### config.mk
export PLATFORM = sky130hd
export DESIGN_NAME = sgc_gain_port
export DESIGN_NICKNAME = d
export VERILOG_FILES = /design/src/rtl/sgc_pkg.sv /design/src/rtl/sgc_sync.sv /design/src/rtl/sgc_shifter.sv /design/src/rtl/sgc_decode.sv /design/src/rtl/sgc_gain_port.sv
export SDC_FILE = /design/constraint.sdc
export NUM_CORES = 1
export LEC_CHECK = 0
export CELL_PAD_IN_SITES_DETAIL_PLACEMENT = 1
export CELL_PAD_IN_SITES_GLOBAL_PLACEMENT = 2
export CORE_MARGIN = 10
export CORE_UTILIZATION = 28
export DETAILED_ROUTE_END_ITERATION = 10
export GPL_TIMING_DRIVEN = 0
export PLACE_DENSITY_LB_ADDON = 0.1
export SYNTH_ARGS = -nofsm -noshare
export SYNTH_HDL_FRONTEND = slang
export SYNTH_SLANG_ARGS = --single-unit
export TNS_END_PERCENT = 30
### constraint.sdc
create_clock -name clk -period 1.9 [get_ports clk]
set_input_delay 0.38 -clock clk [delete_from_list [all_inputs] [get_ports clk]]
set_output_delay 0.38 -clock clk [all_outputs]
set_load 0.05 [all_outputs]
### src/rtl/sgc_pkg.sv
package sgc_pkg;
   typedef enum logic [1:0] {
      PM_SLEEP  = 2'b00,
      PM_TX_OFF = 2'b01,
      PM_TX_ON  = 2'b10
   } pwr_mode_e;

   // bit positions inside the synchronized input bundle
   localparam int IDX_SLEEP = 0;
   localparam int IDX_TXEN  = 1;
   localparam int IDX_DEN   = 2;
   localparam int IDX_SCLK  = 3;
   localparam int IDX_SDATA = 4;
   localparam int BUNDLE_W  = 5;
endpackage

### src/rtl/sgc_sync.sv
module sgc_sync #(
   parameter int          W      = 1,
   parameter int          STAGES = 2,
   parameter logic [W-1:0] INIT  = '0
) (
   input  logic         clk,
   input  logic         rst_n,
   input  logic [W-1:0] d,
   output logic [W-1:0] q
);
   if (STAGES < 2) begin : g_bad_stages
      $error("sgc_sync: STAGES must be at least 2");
   end

   logic [W-1:0] stage [STAGES];

   for (genvar i = 0; i < STAGES; i++) begin : g_stage
      if (i == 0) begin : g_first
         always_ff @(posedge clk or negedge rst_n) begin
            if (!rst_n) stage[i] <= INIT;
            else        stage[i] <= d;
         end
      end else begin : g_next
         always_ff @(posedge clk or negedge rst_n) begin
            if (!rst_n) stage[i] <= INIT;
            else        stage[i] <= stage[i-1];
         end
      end
   end

   assign q = stage[STAGES-1];
endmodule

### src/rtl/sgc_shifter.sv
module sgc_shifter #(
   parameter int CODE_W     = 6,
   parameter int RESET_CODE = 1
) (
   input  logic              clk,
   input  logic              rst_n,
   input  logic              sclk_s,
   input  logic              sdata_s,
   input  logic              den_s,
   output logic [CODE_W-1:0] latch_q,
   output logic              upd
);
   logic              sclk_d, den_d;
   logic [CODE_W-1:0] shreg;
   logic              sclk_rise, den_rise;

   assign sclk_rise = sclk_s & ~sclk_d;
   assign den_rise  = den_s & ~den_d;

   always_ff @(posedge clk or negedge rst_n) begin
      if (!rst_n) begin
         sclk_d  <= 1'b0;
         den_d   <= 1'b1;
         shreg   <= '0;
         latch_q <= CODE_W'(RESET_CODE);
         upd     <= 1'b0;
      end else begin
         sclk_d <= sclk_s;
         den_d  <= den_s;
         upd    <= den_rise;
         if (den_rise) begin
            latch_q <= shreg;
         end else if (sclk_rise && !den_s) begin
            shreg <= {shreg[CODE_W-2:0], sdata_s};
         end
      end
   end
endmodule

### src/rtl/sgc_decode.sv
module sgc_decode #(
   parameter int CODE_W     = 6,
   parameter int CODE_MIN   = 1,
   parameter int CODE_MAX   = 60,
   parameter int HDB_W      = 8,
   parameter int HDB_OFFSET = 53
) (
   input  logic [CODE_W-1:0] raw,
   output logic [CODE_W-1:0] code,
   output logic [HDB_W-1:0]  hdb,
   output logic              clamped
);
   localparam logic [CODE_W-1:0] LO = CODE_W'(CODE_MIN);
   localparam logic [CODE_W-1:0] HI = CODE_W'(CODE_MAX);
   localparam int PAD_W = HDB_W - CODE_W - 1;

   if (PAD_W < 1) begin : g_bad_hdb
      $error("sgc_decode: HDB_W must exceed CODE_W by at least 2");
   end
   if (CODE_MIN > CODE_MAX) begin : g_bad_range
      $error("sgc_decode: CODE_MIN above CODE_MAX");
   end

   always_comb begin
      if (raw < LO) begin
         code    = LO;
         clamped = 1'b1;
      end else if (raw > HI) begin
         code    = HI;
         clamped = 1'b1;
      end else begin
         code    = raw;
         clamped = 1'b0;
      end
      hdb = {{PAD_W{1'b0}}, code, 1'b0} - HDB_W'(HDB_OFFSET);
   end
endmodule

### src/rtl/sgc_gain_port.sv
module sgc_gain_port #(
   parameter int CODE_W      = 6,
   parameter int CODE_MIN    = 1,
   parameter int CODE_MAX    = 60,
   parameter int RESET_CODE  = 1,
   parameter int HDB_W       = 8,
   parameter int HDB_OFFSET  = 53,
   parameter int SYNC_STAGES = 2
) (
   input  logic              clk,
   input  logic              rst_n,
   input  logic              ser_clk,
   input  logic              ser_data,
   input  logic              ser_den_n,
   input  logic              tx_en,
   input  logic              sleep_n,
   output logic [CODE_W-1:0] gain_code,
   output logic [HDB_W-1:0]  gain_hdb,
   output logic              gain_clamped,
   output logic              gain_update,
   output logic [1:0]        pwr_mode
);
   import sgc_pkg::*;

   localparam logic [BUNDLE_W-1:0] SYNC_INIT = BUNDLE_W'(1) << IDX_DEN;

   if (CODE_W < 2) begin : g_bad_code_w
      $error("sgc_gain_port: CODE_W must be at least 2");
   end

   logic [BUNDLE_W-1:0] raw_in, syn;
   logic [CODE_W-1:0]   latch_q;
   pwr_mode_e           mode;

   always_comb begin
      raw_in            = '0;
      raw_in[IDX_SLEEP] = sleep_n;
      raw_in[IDX_TXEN]  = tx_en;
      raw_in[IDX_DEN]   = ser_den_n;
      raw_in[IDX_SCLK]  = ser_clk;
      raw_in[IDX_SDATA] = ser_data;
   end

   sgc_sync #(.W(BUNDLE_W), .STAGES(SYNC_STAGES), .INIT(SYNC_INIT)) u_sync (
      .clk(clk), .rst_n(rst_n), .d(raw_in), .q(syn)
   );

   sgc_shifter #(.CODE_W(CODE_W), .RESET_CODE(RESET_CODE)) u_shift (
      .clk(clk), .rst_n(rst_n),
      .sclk_s(syn[IDX_SCLK]), .sdata_s(syn[IDX_SDATA]), .den_s(syn[IDX_DEN]),
      .latch_q(latch_q), .upd(gain_update)
   );

   sgc_decode #(.CODE_W(CODE_W), .CODE_MIN(CODE_MIN), .CODE_MAX(CODE_MAX),
                .HDB_W(HDB_W), .HDB_OFFSET(HDB_OFFSET)) u_dec (
      .raw(latch_q), .code(gain_code), .hdb(gain_hdb), .clamped(gain_clamped)
   );

   always_comb begin
      if (!syn[IDX_SLEEP])     mode = PM_SLEEP;
      else if (!syn[IDX_TXEN]) mode = PM_TX_OFF;
      else                     mode = PM_TX_ON;
   end
   assign pwr_mode = mode;
endmodule

==> results of run 1 <==
## final timing paths
| check | end | from | slack [ns] |
|---|---|---|---|
| max | gain_hdb[5] | u_shift.latch_q[2] | -0.46 |
| min | u_sync.q[3] | u_sync.stage[8] | 0.37 |
| max reg2reg | u_shift.latch_q[2] | u_sync.q[2] | 0.53 |
| min reg2reg | u_sync.q[3] | u_sync.stage[8] | 0.37 |
| max in group asynchronous | u_shift.latch_q[1] | rst_n | 0.56 |
| min in group asynchronous | u_shift.shreg[0] | rst_n | 0.63 |
## placed cells by master (no fill, tap or decap), drive strengths merged, types with 3 or more instances in the layout
cell           instances
clkdlybuf4s50          6
clkbuf                10
nor2                   3
nand2                  3
mux2                  12
xnor2                  4
dfrtp                 21
buf                   23
dlygate4sd2            3
dfstp                  4
## area by class of cell
type / count / area (µm²)
Fill cell: 363 / 1878
Sequential cell: 25 / 631.9
Multi-Input combinational cell: 39 / 420.4
Timing Repair Buffer: 33 / 291.5
Buffer: 10 / 80.08
Tap cell: 46 / 57.56
Clock buffer: 3 / 22.52
Clock inverter: 1 / 7.507
## logic make-up (layout without fill, tap and decap cells)
family,Yosys count,after routing,share of synthesized area (%)
compound gates,4,4,2.378
simple gates,16,16,9.137
other cells,1,1,0.3751
fa+ha+maj,1,1,1.251
mux,13,13,14.52
buf+inv,10,47,5.757
flops,25,25,63.08
xor+xnor,4,4,3.504
## through the flow
stage          hold slack, ns  area (µm²)  setup slack [ns]  util [%]
3_3_place_gp           0.3332        1383           -0.8327     40.79
5_1_grt                0.3754        1511           -0.5911     44.59
2_1_floorplan         0.08441        1095           -0.4639         -
3_5_place_dp           0.3363        1383           -0.8569     40.79
6_report               0.3654        1511           -0.4645     44.59
4_1_cts                0.3680        1501           -0.4771     44.30
## critical path, cell delays in order, from the launching register on
cell     delay [ns]
dfrtp_1        0.39
buf_6          0.13
nor4_4         0.25
nor2_2         0.08
o21ai_4        0.16
ha_4           0.16
or2_4          0.12
nand2_4        0.06
xnor2_4        0.15
buf_6          0.17
## flip-flops by register name, indices dropped and copies added (netlist names)
name	flops
u_sync.q	5
u_shift.sclk_d	1
u_sync.stage	5
u_shift.den_d	1
u_shift.shreg	6
u_shift.upd	1
u_shift.latch_q	6
## repair_timing
| action | 4_1_cts | 5_1_grt |
|---|---|---|
| buffers inserted | 9 | 1 |
| endpoints found under the setup margin | 16 | 14 |
| hold endpoints to repair | 0 | 0 |
| pin swaps | 7 | 1 |
| gates resized for setup | 64 | 17 |
## metal layers
metal	routed length, µm	share of wire (%)	up-vias	GRT usage, %
li1	-	-	311	-
met1	843	42	342	7.652
met2	1020	51	13	10.76
met3	116	5.8	2	2.365
met4	19	0.95	0	2.113
met5	0	0	-	0
==> results.sh, run 1 <==
export IMPL_drive_gt1_share_pct=55.86
export IMPL_status="finished, violations left"
export IMPL_crit_fanout=7
export IMPL_vias=668
export IMPL_cts_buffer_depth=2
export IMPL_antenna_found_initial=0
export IMPL_synth_most_common_cell="dfrtp_1"
export IMPL_portBuffers=23
export IMPL_path_class="flop to output port"
export IMPL_syn_num_nets=82
export IMPL_synth_top_area_share_pct=52.57
export IMPL_gp_congestion=0.6409
export IMPL_die_y_um=79.75
export IMPL_hold_buffers=0
export IMPL_finalHoldViolCount=0
export IMPL_synthFlopType="dfrtp_1"
export IMPL_drt_initial_drc_count=8
export IMPL_maxCapViolCount=0
export IMPL_cts_sinks=25
export IMPL_dp_cells=143
export IMPL_violations="negative setup slack"
export IMPL_yosys_warnings=0
export IMPL_ioPinCount=25
export IMPL_antenna_cells=0
export IMPL_fmax_mhz=422.9
export IMPL_rsz0062_at_grt="yes"
export IMPL_drt_wirelength_per_cell_um=12.74
export IMPL_start_util_pct=29.49
export IMPL_rows=21
export IMPL_die_area_um2=6360
export IMPL_synth_seq_area_share_pct=63.08
export IMPL_core_area_um2=3390
export IMPL_grt_pass1_wl_um=3394
export IMPL_post_route_drc_count=0
export IMPL_grtUsageTotal_pct=6.516
export IMPL_cp_start_kind="flop"
export IMPL_synth_area_um2=999.7
export IMPL_cts_tree="done"
export IMPL_clk_pin_slew_ns=0.14
export IMPL_arrival_ns=1.98
export IMPL_final_cells=157
export IMPL_grt_start_max_net_pins=26
export IMPL_maxSlewHeadroom_pct=29.05
export IMPL_synth_area_leaders="dfrtp_1 53%, mux2_2 14%, dfstp_2 11%"
export IMPL_final_max_slew_violation_count=0
export IMPL_hold_path_cell_count=0
export IMPL_synth_area_leader_cell="dfrtp_1"
export IMPL_cp_data_required_time_ns=1.52
export IMPL_tns_ns=-2.154
export IMPL_timing_final_crit_share_pct=124.4
export IMPL_async_reset_ff_share_pct=100.0
export IMPL_ff2ff_path_depth=3
export IMPL_firstDrtPassIters=3
export IMPL_min_path_type="flop to flop"
export IMPL_synth_edf_count=0
export IMPL_yosys_top_cells_count="21 x dfrtp_1, 12 x mux2_2, 4 x clkbuf_1, 4 x dfstp_2, 4 x xnor2_1"
export IMPL_synth_avg_cell_area_um2=13.51
export IMPL_cts_root_buffer="clkbuf_4"
export IMPL_grt_pass1_vias=719
export IMPL_period_needed_ns=2.364
export IMPL_viasPerCell=4.255
export IMPL_skew_ns=0.01156
export IMPL_h_tree_depth=1
export IMPL_worstMarginPinSlew_ns=1.061
export IMPL_yosysUniqueCellTypes=26
export IMPL_worst_slack_ns=-0.4645
export IMPL_ys_ff_latch=25
export IMPL_clkLatencyLatePin_ns=0.31
export IMPL_overflow=0
export IMPL_end_kind="output port"
export IMPL_synthCells=74
export IMPL_nNetsFinal=120
export IMPL_area_delta_synth_final_pct=51.19
export IMPL_setup_viol=7
export IMPL_fp_dieW_um=79.75
export IMPL_cts_buffers=3
export IMPL_routed_wl_um=2000
export IMPL_hpwl_um=1474
export IMPL_ant_nets=0
Power of run 1 is left out: the tool's default activity adds up to more than one toggle a clock period on the data nets, which glitch-free logic cannot reach.
==> run 2, diff against run 1 <==
--- a/config.mk
+++ b/config.mk
@@ -10,7 +10,6 @@
 export CORE_MARGIN = 10
 export CORE_UTILIZATION = 28
 export DETAILED_ROUTE_END_ITERATION = 10
-export GPL_TIMING_DRIVEN = 0
 export PLACE_DENSITY_LB_ADDON = 0.1
 export SYNTH_ARGS = -nofsm -noshare
 export SYNTH_HDL_FRONTEND = slang
==> results.sh, run 2 (synthesis gave the netlist of run 1 again) <==
export IMPL_violations="negative setup slack"
export IMPL_hpwl_um=1641
export IMPL_status="finished, violations left"
export IMPL_start_util_pct=29.49
export IMPL_crit_slowest_cell="dfrtp_2"
export IMPL_worst_slack_ns=-0.4325
export IMPL_overflow=0
export IMPL_drive_gt1_share_pct=67.86
export IMPL_fp_dieW_um=79.75
export IMPL_wl_met2_um=1248
export IMPL_routed_wl_um=2336
export IMPL_antenna_cells=0
export IMPL_route_met3_wl_um=91
export IMPL_h_tree_depth=1
export IMPL_worstMarginPinSlew_ns=0.5163
export IMPL_crit_chain="buf_4 -> buf_4 -> buf_6 -> or4_4 -> mux2i_4 -> buf_12"
export IMPL_fmax_mhz=428.7
export IMPL_largestRegisters="u_shift.latch_q (6), u_shift.shreg (6)"
export IMPL_grt_start_max_net_pins=26
export IMPL_rows=21
export IMPL_layout_common_cells="22 x buf_4, 18 x dfrtp_1, 12 x mux2_2, 12 x buf_12, 6 x clkdlybuf4s50_1"
export IMPL_drt_initial_drc_count=12
export IMPL_core_area_um2=3390
export IMPL_cts_sinks=25
export IMPL_drt_wirelength_per_cell_um=14.78
export IMPL_viasPerCell=4.316
export IMPL_setup_viol=7
export IMPL_end_kind="output port"
export IMPL_maxSlewHeadroom_pct=65.52
export IMPL_arrival_ns=1.95
export IMPL_grt_pass1_wl_um=3781
export IMPL_cp_start_kind="flop"
export IMPL_cts_buffers=3
export IMPL_final_common_cell="buf_4"
export IMPL_hold_buffers=0
export IMPL_min_path_type="flop to flop"
export IMPL_cts_root_buffer="clkbuf_4"
export IMPL_grtUsageTotal_pct=7.579
export IMPL_period_needed_ns=2.332
export IMPL_post_route_drc_count=0
export IMPL_path_class="flop to output port"
export IMPL_clkLatencyLatePin_ns=0.31
export IMPL_maxCapViolCount=0
export IMPL_grt_pass1_vias=766
export IMPL_crit_fanout=4
export IMPL_final_max_slew_violation_count=0
export IMPL_ioPinCount=25
export IMPL_cts_tree="done"
export IMPL_area_delta_synth_final_pct=66.96
export IMPL_cp_data_required_time_ns=1.52
export IMPL_met1_length_um=989
export IMPL_gp_congestion=0.7160
export IMPL_skew_ns=0.002384
export IMPL_finalHoldViolCount=0
export IMPL_hold_slack_ns=0.3666
export IMPL_antenna_found_initial=0
export IMPL_die_y_um=79.75
export IMPL_firstDrtPassIters=2
export IMPL_ant_nets=0
export IMPL_vias=682
export IMPL_cpPeakStageDelay_ns=0.46
export IMPL_top_layer_used="met4"
export IMPL_crit_top_cell="buf_4"
export IMPL_fillCellCount=338
export IMPL_cts_buffer_depth=2
export IMPL_rsz0062_at_grt="yes"
export IMPL_die_area_um2=6360
export IMPL_nNetsFinal=121
export IMPL_timing_final_crit_share_pct=122.8
export IMPL_portBuffers=23
export IMPL_clk_pin_slew_ns=0.13
[run 2: worst paths after layout]
check                                    from                 end  slack [ns]  depth (start not counted)
setup reg to reg           u_shift.latch_q[2]  u_shift.latch_q[2]        0.57                          5
min in group asynchronous               rst_n     u_sync.stage[8]        0.41                          2
max in group asynchronous               rst_n       u_shift.den_d        1.21                          2
hold / removal                u_sync.stage[5]         u_sync.q[0]        0.37                          0
hold reg to reg               u_sync.stage[5]         u_sync.q[0]        0.37                          0
setup / recovery           u_shift.latch_q[2]        gain_clamped       -0.43                          6
[run 2: stage by stage]
stage	util, %	instances	cell area, µm²	setup slack, ns	TNS [ns]
6_report	49.24	158	1669	-0.4325	-1.881
5_1_grt	49.24	158	1669	-0.5428	-2.724
4_1_cts	47.95	156	1625	-0.4585	-1.841
3_5_place_dp	44.85	146	1520	-0.1462	-0.2379
3_3_place_gp	44.85	146	1520	-0.1092	-0.1677
2_1_floorplan	-	74	1095	-0.4639	-1.206
[run 2: final cells by class]
| cell class | instances | area, µm² | area share (%) |
|---|---|---|---|
| Clock inverter | 1 | 5.005 | 0.2999 |
| Clock buffer | 3 | 22.52 | 1.349 |
| Multi-Input combinational cell | 39 | 434.2 | 26.01 |
| Tap cell | 46 | 57.56 | 3.448 |
| Sequential cell | 25 | 634.4 | 38.01 |
| Timing Repair Buffer | 44 | 515.5 | 30.88 |
[run 2: timing repair]
item	4_1_cts	5_1_grt
resized for setup	10	7
setup buffers	6	2
pin swaps	7	4
setup endpoints to repair	9	10
[run 2: worst max-delay path: cells and delay by family (launching register included)]
kind | cells | cell delay [ns]
mux | 1 | 0.18
simple gates | 1 | 0.43
buf+inv | 4 | 0.56
flops | 1 | 0.46
[run 2: metal layers]
| metal | GRT usage (%) | vias up |
|---|---|---|
| li1 | - | 315 |
| met3 | 2.140 | 2 |
| met4 | 3.169 | 0 |
| met5 | 0 | - |
| met2 | 12.86 | 13 |
| met1 | 8.707 | 352 |
Power of run 2 is left out for the same reason.
